File: src/rtl/ptp_tod_pkg.sv
package ptp_tod_pkg;
    // Word addresses on the register bus
    localparam int unsigned REG_RES = 0;  // sub-ns residue, freezes count on read
    localparam int unsigned REG_LO  = 1;  // count bits 31:0 (staged on write)
    localparam int unsigned REG_HI  = 2;  // count upper bits, loads on write
    localparam int unsigned REG_ADJ = 3;  // sign-magnitude rate trim
    localparam int unsigned REG_AUX = 4;  // bit 31 halts the timer
endpackage

File: src/rtl/tod_trim_step.sv
module tod_trim_step #(
    parameter int FRAC_W = 32,
    parameter int MAG_W  = 31
) (
    input  logic [FRAC_W-1:0] res_in,
    input  logic [MAG_W-1:0]  mag,
    input  logic              subtract,
    output logic [FRAC_W-1:0] res_out,
    output logic              carry,
    output logic              borrow
);
    localparam int EXT_W = FRAC_W + 1;

    logic [EXT_W-1:0] mag_ext;
    logic [EXT_W-1:0] sum_w;
    logic [EXT_W-1:0] diff_w;

    always_comb begin
        mag_ext = {{(EXT_W-MAG_W){1'b0}}, mag};
        sum_w   = {1'b0, res_in} + mag_ext;
        diff_w  = {1'b0, res_in} - mag_ext;
        if (subtract) begin
            res_out = diff_w[FRAC_W-1:0];
            borrow  = diff_w[FRAC_W];
            carry   = 1'b0;
        end else begin
            res_out = sum_w[FRAC_W-1:0];
            carry   = sum_w[FRAC_W];
            borrow  = 1'b0;
        end
    end
endmodule

File: src/rtl/tod_regbus.sv
module tod_regbus
    import ptp_tod_pkg::*;
#(
    parameter int NS_W   = 40,
    parameter int FRAC_W = 32,
    parameter int DATA_W = 32,
    parameter int ADDR_W = 4
) (
    input  logic              clk,
    input  logic              rst_n,
    input  logic              bus_wr,
    input  logic              bus_rd,
    input  logic [ADDR_W-1:0] bus_addr,
    input  logic [DATA_W-1:0] bus_wdata,
    output logic [DATA_W-1:0] bus_rdata,
    input  logic [NS_W-1:0]   cur_ns,
    input  logic [FRAC_W-1:0] cur_res,
    output logic [DATA_W-1:0] adj_word,
    output logic              halt,
    output logic              load_en,
    output logic [NS_W-1:0]   load_ns
);
    localparam int HI_W = NS_W - DATA_W;

    typedef struct packed {
        logic [DATA_W-1:0] adj;
        logic              halt;
        logic [DATA_W-1:0] stage_lo;
        logic [NS_W-1:0]   snap;
        logic [DATA_W-1:0] rdata;
    } bus_state_t;

    bus_state_t s_d, s_q;

    always_comb begin
        s_d     = s_q;
        load_en = 1'b0;
        load_ns = {bus_wdata[HI_W-1:0], s_q.stage_lo};
        if (bus_wr) begin
            case (bus_addr)
                ADDR_W'(REG_LO):  s_d.stage_lo = bus_wdata;
                ADDR_W'(REG_HI):  load_en      = 1'b1;
                ADDR_W'(REG_ADJ): s_d.adj      = bus_wdata;
                ADDR_W'(REG_AUX): s_d.halt     = bus_wdata[DATA_W-1];
                default: ;
            endcase
        end
        if (bus_rd) begin
            case (bus_addr)
                ADDR_W'(REG_RES): begin
                    s_d.snap  = cur_ns;
                    s_d.rdata = DATA_W'(cur_res);
                end
                ADDR_W'(REG_LO):  s_d.rdata = s_q.snap[DATA_W-1:0];
                ADDR_W'(REG_HI):  s_d.rdata = DATA_W'(s_q.snap[NS_W-1:DATA_W]);
                ADDR_W'(REG_ADJ): s_d.rdata = s_q.adj;
                ADDR_W'(REG_AUX): s_d.rdata = {s_q.halt, {(DATA_W-1){1'b0}}};
                default:          s_d.rdata = '0;
            endcase
        end
    end

    always_ff @(posedge clk) begin
        if (!rst_n) begin
            s_q      <= '0;
            s_q.halt <= 1'b1;
        end else begin
            s_q <= s_d;
        end
    end

    assign bus_rdata = s_q.rdata;
    assign adj_word  = s_q.adj;
    assign halt      = s_q.halt;

    // reserved high bits of the high word always read as zero
    p_hi_resv_r6: assert property (@(posedge clk) disable iff (!rst_n)
        (bus_rd && bus_addr == ADDR_W'(REG_HI)) |=> (bus_rdata[DATA_W-1:HI_W] == '0));

    // control word exposes only the halt bit
    p_aux_bits_r3: assert property (@(posedge clk) disable iff (!rst_n)
        (bus_rd && bus_addr == ADDR_W'(REG_AUX)) |=> (bus_rdata[DATA_W-2:0] == '0));
endmodule

File: src/rtl/ptp_tod_counter.sv
module ptp_tod_counter #(
    parameter int NS_W      = 40,
    parameter int FRAC_W    = 32,
    parameter int DATA_W    = 32,
    parameter int ADDR_W    = 4,
    parameter int BASE_STEP = 8
) (
    input  logic              clk,
    input  logic              rst_n,
    input  logic              tick,
    input  logic              bus_wr,
    input  logic              bus_rd,
    input  logic [ADDR_W-1:0] bus_addr,
    input  logic [DATA_W-1:0] bus_wdata,
    output logic [DATA_W-1:0] bus_rdata,
    output logic [NS_W-1:0]   tod_ns
);
    localparam int MAG_W = DATA_W - 1;

    typedef struct packed {
        logic [NS_W-1:0]   ns;
        logic [FRAC_W-1:0] res;
    } cnt_state_t;

    cnt_state_t c_d, c_q;

    logic [DATA_W-1:0] adj_word;
    logic              halt;
    logic              load_en;
    logic [NS_W-1:0]   load_ns;
    logic [FRAC_W-1:0] res_next;
    logic              carry;
    logic              borrow;
    logic              advance;

    tod_regbus #(
        .NS_W(NS_W), .FRAC_W(FRAC_W), .DATA_W(DATA_W), .ADDR_W(ADDR_W)
    ) u_bus (
        .clk(clk), .rst_n(rst_n),
        .bus_wr(bus_wr), .bus_rd(bus_rd), .bus_addr(bus_addr),
        .bus_wdata(bus_wdata), .bus_rdata(bus_rdata),
        .cur_ns(c_q.ns), .cur_res(c_q.res),
        .adj_word(adj_word), .halt(halt),
        .load_en(load_en), .load_ns(load_ns)
    );

    tod_trim_step #(.FRAC_W(FRAC_W), .MAG_W(MAG_W)) u_trim (
        .res_in(c_q.res),
        .mag(adj_word[MAG_W-1:0]),
        .subtract(adj_word[DATA_W-1]),
        .res_out(res_next),
        .carry(carry),
        .borrow(borrow)
    );

    assign advance = tick && !halt;

    always_comb begin
        c_d = c_q;
        if (load_en) begin
            c_d.ns  = load_ns;
            c_d.res = '0;
        end else if (advance) begin
            c_d.res = res_next;
            c_d.ns  = c_q.ns + NS_W'(BASE_STEP) + NS_W'(carry) - NS_W'(borrow);
        end
    end

    always_ff @(posedge clk) begin
        if (!rst_n) c_q <= '0;
        else        c_q <= c_d;
    end

    assign tod_ns = c_q.ns;

    // halted timer holds its count
    p_halt_hold_r3: assert property (@(posedge clk) disable iff (!rst_n)
        (halt && !load_en) |=> (c_q.ns == $past(c_q.ns)));

    // untrimmed tick advances by the base step
    p_base_step_r2: assert property (@(posedge clk) disable iff (!rst_n)
        (advance && !load_en && adj_word == '0)
        |=> (c_q.ns - $past(c_q.ns) == NS_W'(BASE_STEP)));

    // positive trim steps by base or base+1
    p_pos_trim_r4: assert property (@(posedge clk) disable iff (!rst_n)
        (advance && !load_en && !adj_word[DATA_W-1])
        |=> ((c_q.ns - $past(c_q.ns) == NS_W'(BASE_STEP)) ||
             (c_q.ns - $past(c_q.ns) == NS_W'(BASE_STEP + 1))));

    // negative trim steps by base or base-1
    p_neg_trim_r5: assert property (@(posedge clk) disable iff (!rst_n)
        (advance && !load_en && adj_word[DATA_W-1])
        |=> ((c_q.ns - $past(c_q.ns) == NS_W'(BASE_STEP)) ||
             (c_q.ns - $past(c_q.ns) == NS_W'(BASE_STEP - 1))));

    // a load wins and clears the residue
    p_load_r8: assert property (@(posedge clk) disable iff (!rst_n)
        load_en |=> (c_q.ns == $past(load_ns) && c_q.res == '0));
endmodule

File: config.mk
export PLATFORM = sky130hd
export DESIGN_NAME = ptp_tod_counter
export DESIGN_NICKNAME = d
export VERILOG_FILES = /design/src/rtl/ptp_tod_pkg.sv /design/src/rtl/tod_trim_step.sv /design/src/rtl/tod_regbus.sv /design/src/rtl/ptp_tod_counter.sv
export SDC_FILE = /design/constraint.sdc
export NUM_CORES = 1
export LEC_CHECK = 0
export BUFFER_PORTS_ARGS = -buffer_cell sky130_fd_sc_hd__buf_2
export CAP_MARGIN = 40
export CORE_ASPECT_RATIO = 0.75
export CORE_MARGIN = 3
export CORE_UTILIZATION = 43
export CTS_BUF_LIST = sky130_fd_sc_hd__clkbuf_8
export DETAILED_ROUTE_END_ITERATION = 10
export SLEW_MARGIN = 30
export SYNTH_ARGS = -nofsm -noshare
export SYNTH_HDL_FRONTEND = slang
export SYNTH_SLANG_ARGS = --single-unit
File: constraint.sdc
create_clock -name clk -period 7.4 [get_ports clk]
set_input_delay 0.37 -clock clk [delete_from_list [all_inputs] [get_ports clk]]
set_output_delay 0.37 -clock clk [all_outputs]
set_load 0.005 [all_outputs]
==> flow_summary_export.csv, run 1 <==
group,metric,value,unit
worst_setup_path,path_class,"flip-flop to flip-flop",
finish,area_delta_synth_final,7.30,%
global_route,antenna_found_initial,0,
die,die_area,37000,um2
die,die_x,221,um
drt,avgViaCountPerCell,5.83,
finish,antenna_cells,0,
worst_setup_path,arrival,6890,ps
logic_synthesis,ys_types,83,
outcome,status,"complete, no violations",
placed_design,post-dp-hpwl,35500,um
worst_setup_path,cp-start-kind,"flip-flop",
logic_synthesis,synthAdderAreaFrac,8.96,%
sta,clock_skew,13.5,ps
clock_network,clk_path_buf_depth,3,
logic_synthesis,synthFlopType,"dfxtp_1",
clock_network,cts_tree,"built",
clock_network,holdBufCountCts,0,
worst_setup_path,cp-end-kind,"flip-flop",
drt,drcViolationCount,0,
clock_network,post-cts-setup-buffer-count,0,
min_path,hold_start,"bus_wdata[25]",
placed_design,io_buffers,112,
drt,drtIter0Drc,1164,
die,initial_core_util,44.0,%
finish,final_cell_mix,"nand2_1 (316), dfxtp_1 (209), a21oi_1 (140), inv_1 (135), buf_2 (111)",
logic_synthesis,synth_edf_count,0,
logic_synthesis,ys_ff_latch,209,
finish,final_area,16000,um2
die,die_height,167,um
logic_synthesis,synth_top_family_by_area,"compound AO/OA/AOI/OAI gates",
sta,final-hold-violation-count,0,
sta,post-route-period-util,87.0,%
finish,finalNetCount,2072,
global_route,first_global_vias,13136,
drt,wire_per_inst,20.4,um
die,core,33900,um2
global_route,gr-total-overflow,0,
sta,slew_viol_final,0,
logic_synthesis,ys_seq_area_share,28.0,%
sta,setup_viol,0,
logic_synthesis,synth_compound_area_share,27.2,%
sta,fin_crit,6440,ps
logic_synthesis,synth.cell_area,14900,um2
logic_synthesis,yosys_warnings,0,
power,pwr_density_cell,173,nW/um2
global_route,grt_max_degree,82,
logic_synthesis,synth_mux_area_share,3.69,%
logic_synthesis,avgSynthCellArea,7.65,um2
sta,clock.fmax,0.155,GHz
global_route,grt.total_usage,25.7,%
power,finalPower,2.78,mW
finish,final_util,47.2,%
power,leakagePower,6.67,nW
sta,max_slew.worst_pin.slew,798,ps
die,row_count,58,
finish,drive_gt1_share,12.8,%
worst_setup_path,worstPathMaxFanout,6,
sta,rsz0062_at_grt,"no",
placed_design,place_congestion,0.943,
placed_design,placed_area,15200,um2
clock_network,cts_sinks,209,
finish,mostFrequentLayoutCell,"nand2_1",
clock_network,clkTransAtPathRegs,70,ps
logic_synthesis,synthXorXnorAreaFrac,3.35,%
worst_setup_path,worstReg2RegStart,"c_q[0]",
global_route,grt_pass1_wl,76300,um
drt,vias,13986,
drt,ant_nets,0,
power,ir_worst_vdd,0.000118,V
drt,drtPass1Iterations,5,
drt,wl,48900,um
clock_network,cts_buffers,37,
clock_network,cts-root-buf,"clkbuf_8",
clock_network,cts-resized-gates,0,
logic_synthesis,async_flop_share,0,%
run,cap_violations,0,
worst_setup_path,crit_start,"c_q[0]",
logic_synthesis,synthSimpleGateAreaFrac,18.5,%
clock_network,htreeDepth,2,
sta,fin_setup_tns,0,ps
sta,slew_headroom,46.1,%
logic_synthesis,netlist_instances,1951,
min_path,hp-class,"primary input to flip-flop",
worst_setup_path,cp_data_required_time,7850,ps
die,io_pins,113,
clock_network,clock_latency,560,ps
logic_synthesis,synth_fp_nets,2097,
-- state kept, by name, summed over array words and instances (netlist names) --
| signal | count |
|---|---|
| u_bus.adj_word | 32 |
| c_q | 32 |
| u_bus.halt | 1 |
| u_bus.load_ns | 32 |
| tod_ns | 40 |
| u_bus.s_q | 40 |
| u_bus.bus_rdata | 32 |
-- synthesized netlist by cell type, drive strengths merged (23+ instances only) --
library cell | n | area (um2)
a21o | 31 | 233
o22ai | 24 | 150
ha | 102 | 1280
mux2 | 24 | 270
a211oi | 28 | 225
nand2 | 318 | 1190
a21oi | 140 | 701
nor2 | 105 | 394
buf | 89 | 623
nor3 | 30 | 150
dfxtp | 209 | 4180
inv | 129 | 484
a21boi | 107 | 803
nand3 | 36 | 180
o211ai | 35 | 263
clkbuf | 110 | 413
a22oi | 23 | 173
nor2b | 31 | 194
xnor2 | 37 | 324
and2 | 31 | 194
o21ai | 74 | 370
-- critical path: stages (launching register included) --
cell and delay (ps):
dfxtp_1 330, ha_1 230, fa_1 380, nor2b_1 160
o311ai_1 370, a21oi_1 200, a41oi_1 270, buf_4 190
o211ai_1 200, a21oi_1 310, o31ai_1 120, a211oi_1 580
o21ai_1 160, ha_1 270, fa_1 440, a211oi_1 280
o21ai_1 180, o211ai_1 440, o211a_2 330, a2111oi_0 150
o21ai_1 240, a21oi_1 120, mux2i_1 130, a211o_1 260
-- cell type report --
cell class	count	area, um2
fill	3451	17900
multi-input combinational	1413	9250
sequential	209	4180
timing repair buffer	135	772
clock buffer	47	647
tap	450	563
inverter	130	488
clock inverter	17	108
-- cell families (layout without fill, tap and decap cells) --
kind of cell	count (synthesis)	count (layout)
buffers and inverters	329	329
flip-flops	209	209
multiplexers	42	42
adder cells (fa/ha/maj)	105	105
XOR/XNOR	57	57
AO/OA/AOI/OAI	591	591
AND/OR/NAND/NOR	618	618
-- worst paths after layout --
check / cells after the start / end / slack [ps]
hold / removal: 3 / u_bus.adj_word[25] / 80
setup / recovery: 23 / tod_ns[38] / 960
hold reg to reg: 2 / u_bus.s_q[70] / 460
setup reg to reg: 23 / tod_ns[38] / 960
-- layer usage --
| layer | part of all wire [%] | GRT usage (%) |
|---|---|---|
| met1 | 49 | 38.3 |
| met2 | 41 | 37.7 |
| met3 | 7.4 | 4.26 |
| met4 | 3.0 | 8.42 |
| met5 | 0 | 0 |
-- where the power goes --
group | leakage, nW | internal, mW | total, mW | switching, mW
Combinational | 4.56 | 0.195 | 0.502 | 0.307
Clock | 0.425 | 0.607 | 1.12 | 0.510
Sequential | 1.69 | 1.14 | 1.16 | 0.0177
Total | 6.67 | 1.94 | 2.78 | 0.835
-- through the flow --
stage          setup slack [ps]  hold slack, ps  cells
6_report                    960            75.3   2401
5_1_grt                     564            69.0   2401
2_1_floorplan              2390             440   1951
3_5_place_dp               1170             460   2335
3_3_place_gp               1330             450   2334
4_1_cts                    1100            44.4   2399
Power figures use the tool's default switching activity.
==> run 2, diff against run 1 <==
ABC_AREA = 1   (was default)
==> run 2 against run 1 <==
Net effect:
- worst setup slack gained 1800 ps
- wire length grew 35%
- flip-flop and latch count is the same
- via count grew 27%
- fmax grew 38%
- die area grew 11%
- sequential power is essentially flat
- highest routed layer is now met5
- area after synthesis grew 11%
==> flow_summary_export.csv, run 2 <==
group,metric,value,unit
outcome,status,"complete, no violations",
finish,antenna_cells,0,
drt,drcViolationCount,0,
worst_setup_path,cp_data_required_time,7810,ps
placed_design,io_buffers,112,
finish,mostFrequentLayoutCell,"nand2_1",
sta,slew_headroom,43.3,%
worst_setup_path,cp-start-kind,"flip-flop",
logic_synthesis,synthTopCellsByArea,"dfxtp_1 (25%), nand2_1 (19%), inv_1 (12%), a21oi_1 (7.9%), ha_1 (7.7%)",
clock_network,holdBufCountCts,0,
drt,vias,17815,
clock_network,clock_latency,560,ps
clock_network,htreeDepth,2,
worst_setup_path,path_class,"flip-flop to flip-flop",
sta,fin_crit,4670,ps
logic_synthesis,ys_ff_latch,209,
logic_synthesis,synth_fp_nets,2965,
run,cap_violations,0,
worst_setup_path,worstPathCellList,"inv_1, ha_1, inv_1, o21ai_0, nor2_1, o31ai_1, a21oi_1, nand2_1, nand2_1, nand2_1, inv_1, ha_1, fa_1, nand3_1, inv_1, nor2_1, o21ai_1, nand3_1, nand2_1, or2_2, a31oi_1, nor2_1",
clock_network,cts_buffers,37,
logic_synthesis,ys_seq_area_share,25.3,%
finish,finalNetCount,2965,
logic_synthesis,async_flop_share,0,%
global_route,grt_pass1_wl,98100,um
logic_synthesis,synth.cell_area,16600,um2
finish,area_delta_synth_final,6.57,%
placed_design,post-dp-hpwl,52000,um
die,die_x,233,um
logic_synthesis,netlist_instances,2819,
power,leakagePower,9.03,nW
drt,avgViaCountPerCell,5.32,
sta,fin_setup_tns,0,ps
clock_network,clkTransAtPathRegs,70,ps
drt,wire_per_inst,19.8,um
sta,final-hold-violation-count,0,
power,ir_worst_vdd,0.000139,V
placed_design,place_congestion,0.982,
sta,max_slew.worst_pin.slew,843,ps
global_route,grt.total_usage,31.5,%
finish,drive_gt1_share,7.31,%
global_route,first_global_vias,16069,
logic_synthesis,yosys_warnings,0,
logic_synthesis,yosysMostFrequentCell,"nand2_1",
clock_network,cts_tree,"built",
worst_setup_path,arrival,5080,ps
worst_setup_path,crit_family,"simple AND/OR/NAND/NOR gates",
global_route,gr-total-overflow,0,
die,row_count,61,
logic_synthesis,ys_types,43,
logic_synthesis,avgSynthCellArea,5.87,um2
sta,setup_viol,0,
min_path,hp-class,"primary input to flip-flop",
worst_setup_path,cp_slowest_stage_delay,490,ps
worst_setup_path,critPathBufInv,4,
die,die_area,40900,um2
clock_network,post-cts-setup-buffer-count,0,
logic_synthesis,netlist_top_cells_count,"nand2_1 (847), inv_1 (515), a21oi_1 (262)",
logic_synthesis,yosysTopAreaCell,"dfxtp_1",
worst_setup_path,cp-end-kind,"flip-flop",
sta,slew_viol_final,0,
logic_synthesis,synthFlopType,"dfxtp_1",
drt,ant_nets,0,
sta,clock.fmax,0.214,GHz
power,pwr_density_cell,156,nW/um2
finish,nFillCells,4140,
power,finalPower,2.75,mW
drt,drtPass1Iterations,6,
clock_network,cts-resized-gates,0,
clock_network,cts-root-buf,"clkbuf_8",
worst_setup_path,worstPathMaxFanout,7,
worst_setup_path,slowest_stage,"o31ai_1",
clock_network,clk_path_buf_depth,3,
sta,post-route-period-util,63.2,%
global_route,grt_max_degree,67,
finish,final_cell_mix,"nand2_1 (846), inv_1 (524), a21oi_1 (262), nor2_1 (209), dfxtp_1 (209)",
logic_synthesis,synth_edf_count,0,
clock_network,cts_sinks,209,
drt,wl,66300,um
die,initial_core_util,44.1,%
sta,clock_skew,25.4,ps
die,die_height,176,um
global_route,antenna_found_initial,1,
die,core,37600,um2
finish,final_util,47.0,%
drt,drtIter0Drc,1876,
sta,rsz0062_at_grt,"no",
die,io_pins,113,
logic_synthesis,yosysTopAreaCellShare,25.3,%
==> run 2: path summary, 6_finish.rpt <==
| path | slack (ps) | depth (start not counted) | end | startpoint |
|---|---|---|---|---|
| setup reg to reg | 2730 | 22 | tod_ns[16] | u_bus.adj_word[27] |
| hold / removal | 130 | 3 | u_bus.load_ns[30] | bus_wdata[30] |
| setup / recovery | 2730 | 22 | tod_ns[16] | u_bus.adj_word[27] |
| hold reg to reg | 460 | 2 | u_bus.load_ns[25] | u_bus.load_ns[25] |
==> run 2: kinds of logic (layout without fill, tap and decap cells) <==
family / after synthesis / in the layout / share of synthesized area, %
xor+xnor: 14 / 14 / 0.740
fa+ha+maj: 105 / 105 / 8.07
buf+inv: 690 / 717 / 17.7
compound gates: 515 / 515 / 16.8
simple gates: 1286 / 1286 / 31.4
flops: 209 / 209 / 25.3
==> run 2: routing by layer <==
layer	wire length, um	vias up	GRT usage, %
li1	-	8769	-
met1	32400	8217	48.7
met3	5560	88	4.65
met4	1530	2	6.85
met2	26700	739	45.6
met5	17	-	0
==> run 2: final cells by class <==
cell class | instances | area, um2 | area share, %
clock inverter | 23 | 140 | 0.794
inverter | 523 | 1960 | 11.1
clock buffer | 43 | 592 | 3.35
timing repair buffer | 128 | 684 | 3.88
sequential | 209 | 4180 | 23.7
multi-input combinational | 1920 | 9450 | 53.6
tap | 504 | 631 | 3.57
==> run 2: worst min-delay path: cells and delay by family <==
kind | cells | cell delay [ps]
AO/OA/AOI/OAI | 2 | 190
buffers and inverters | 1 | 90
==> run 2: where the power goes <==
group | leakage (nW) | internal (mW) | switching [mW] | total [mW]
Sequential | 1.69 | 1.14 | 0.0101 | 1.15
Combinational | 6.92 | 0.128 | 0.353 | 0.481
Clock | 0.422 | 0.572 | 0.546 | 1.12
Total | 9.03 | 1.84 | 0.909 | 2.75
==> run 2: through the flow <==
step,instance area (um2),hold WS [ps],worst slack (ps),instances
2_1_floorplan,16600,425,3890,2819
3_3_place_gp,16900,445,3050,3283
3_5_place_dp,16900,448,2960,3284
4_1_cts,17600,102,2950,3350
5_1_grt,17600,125,2470,3350
6_report,17600,127,2730,3350
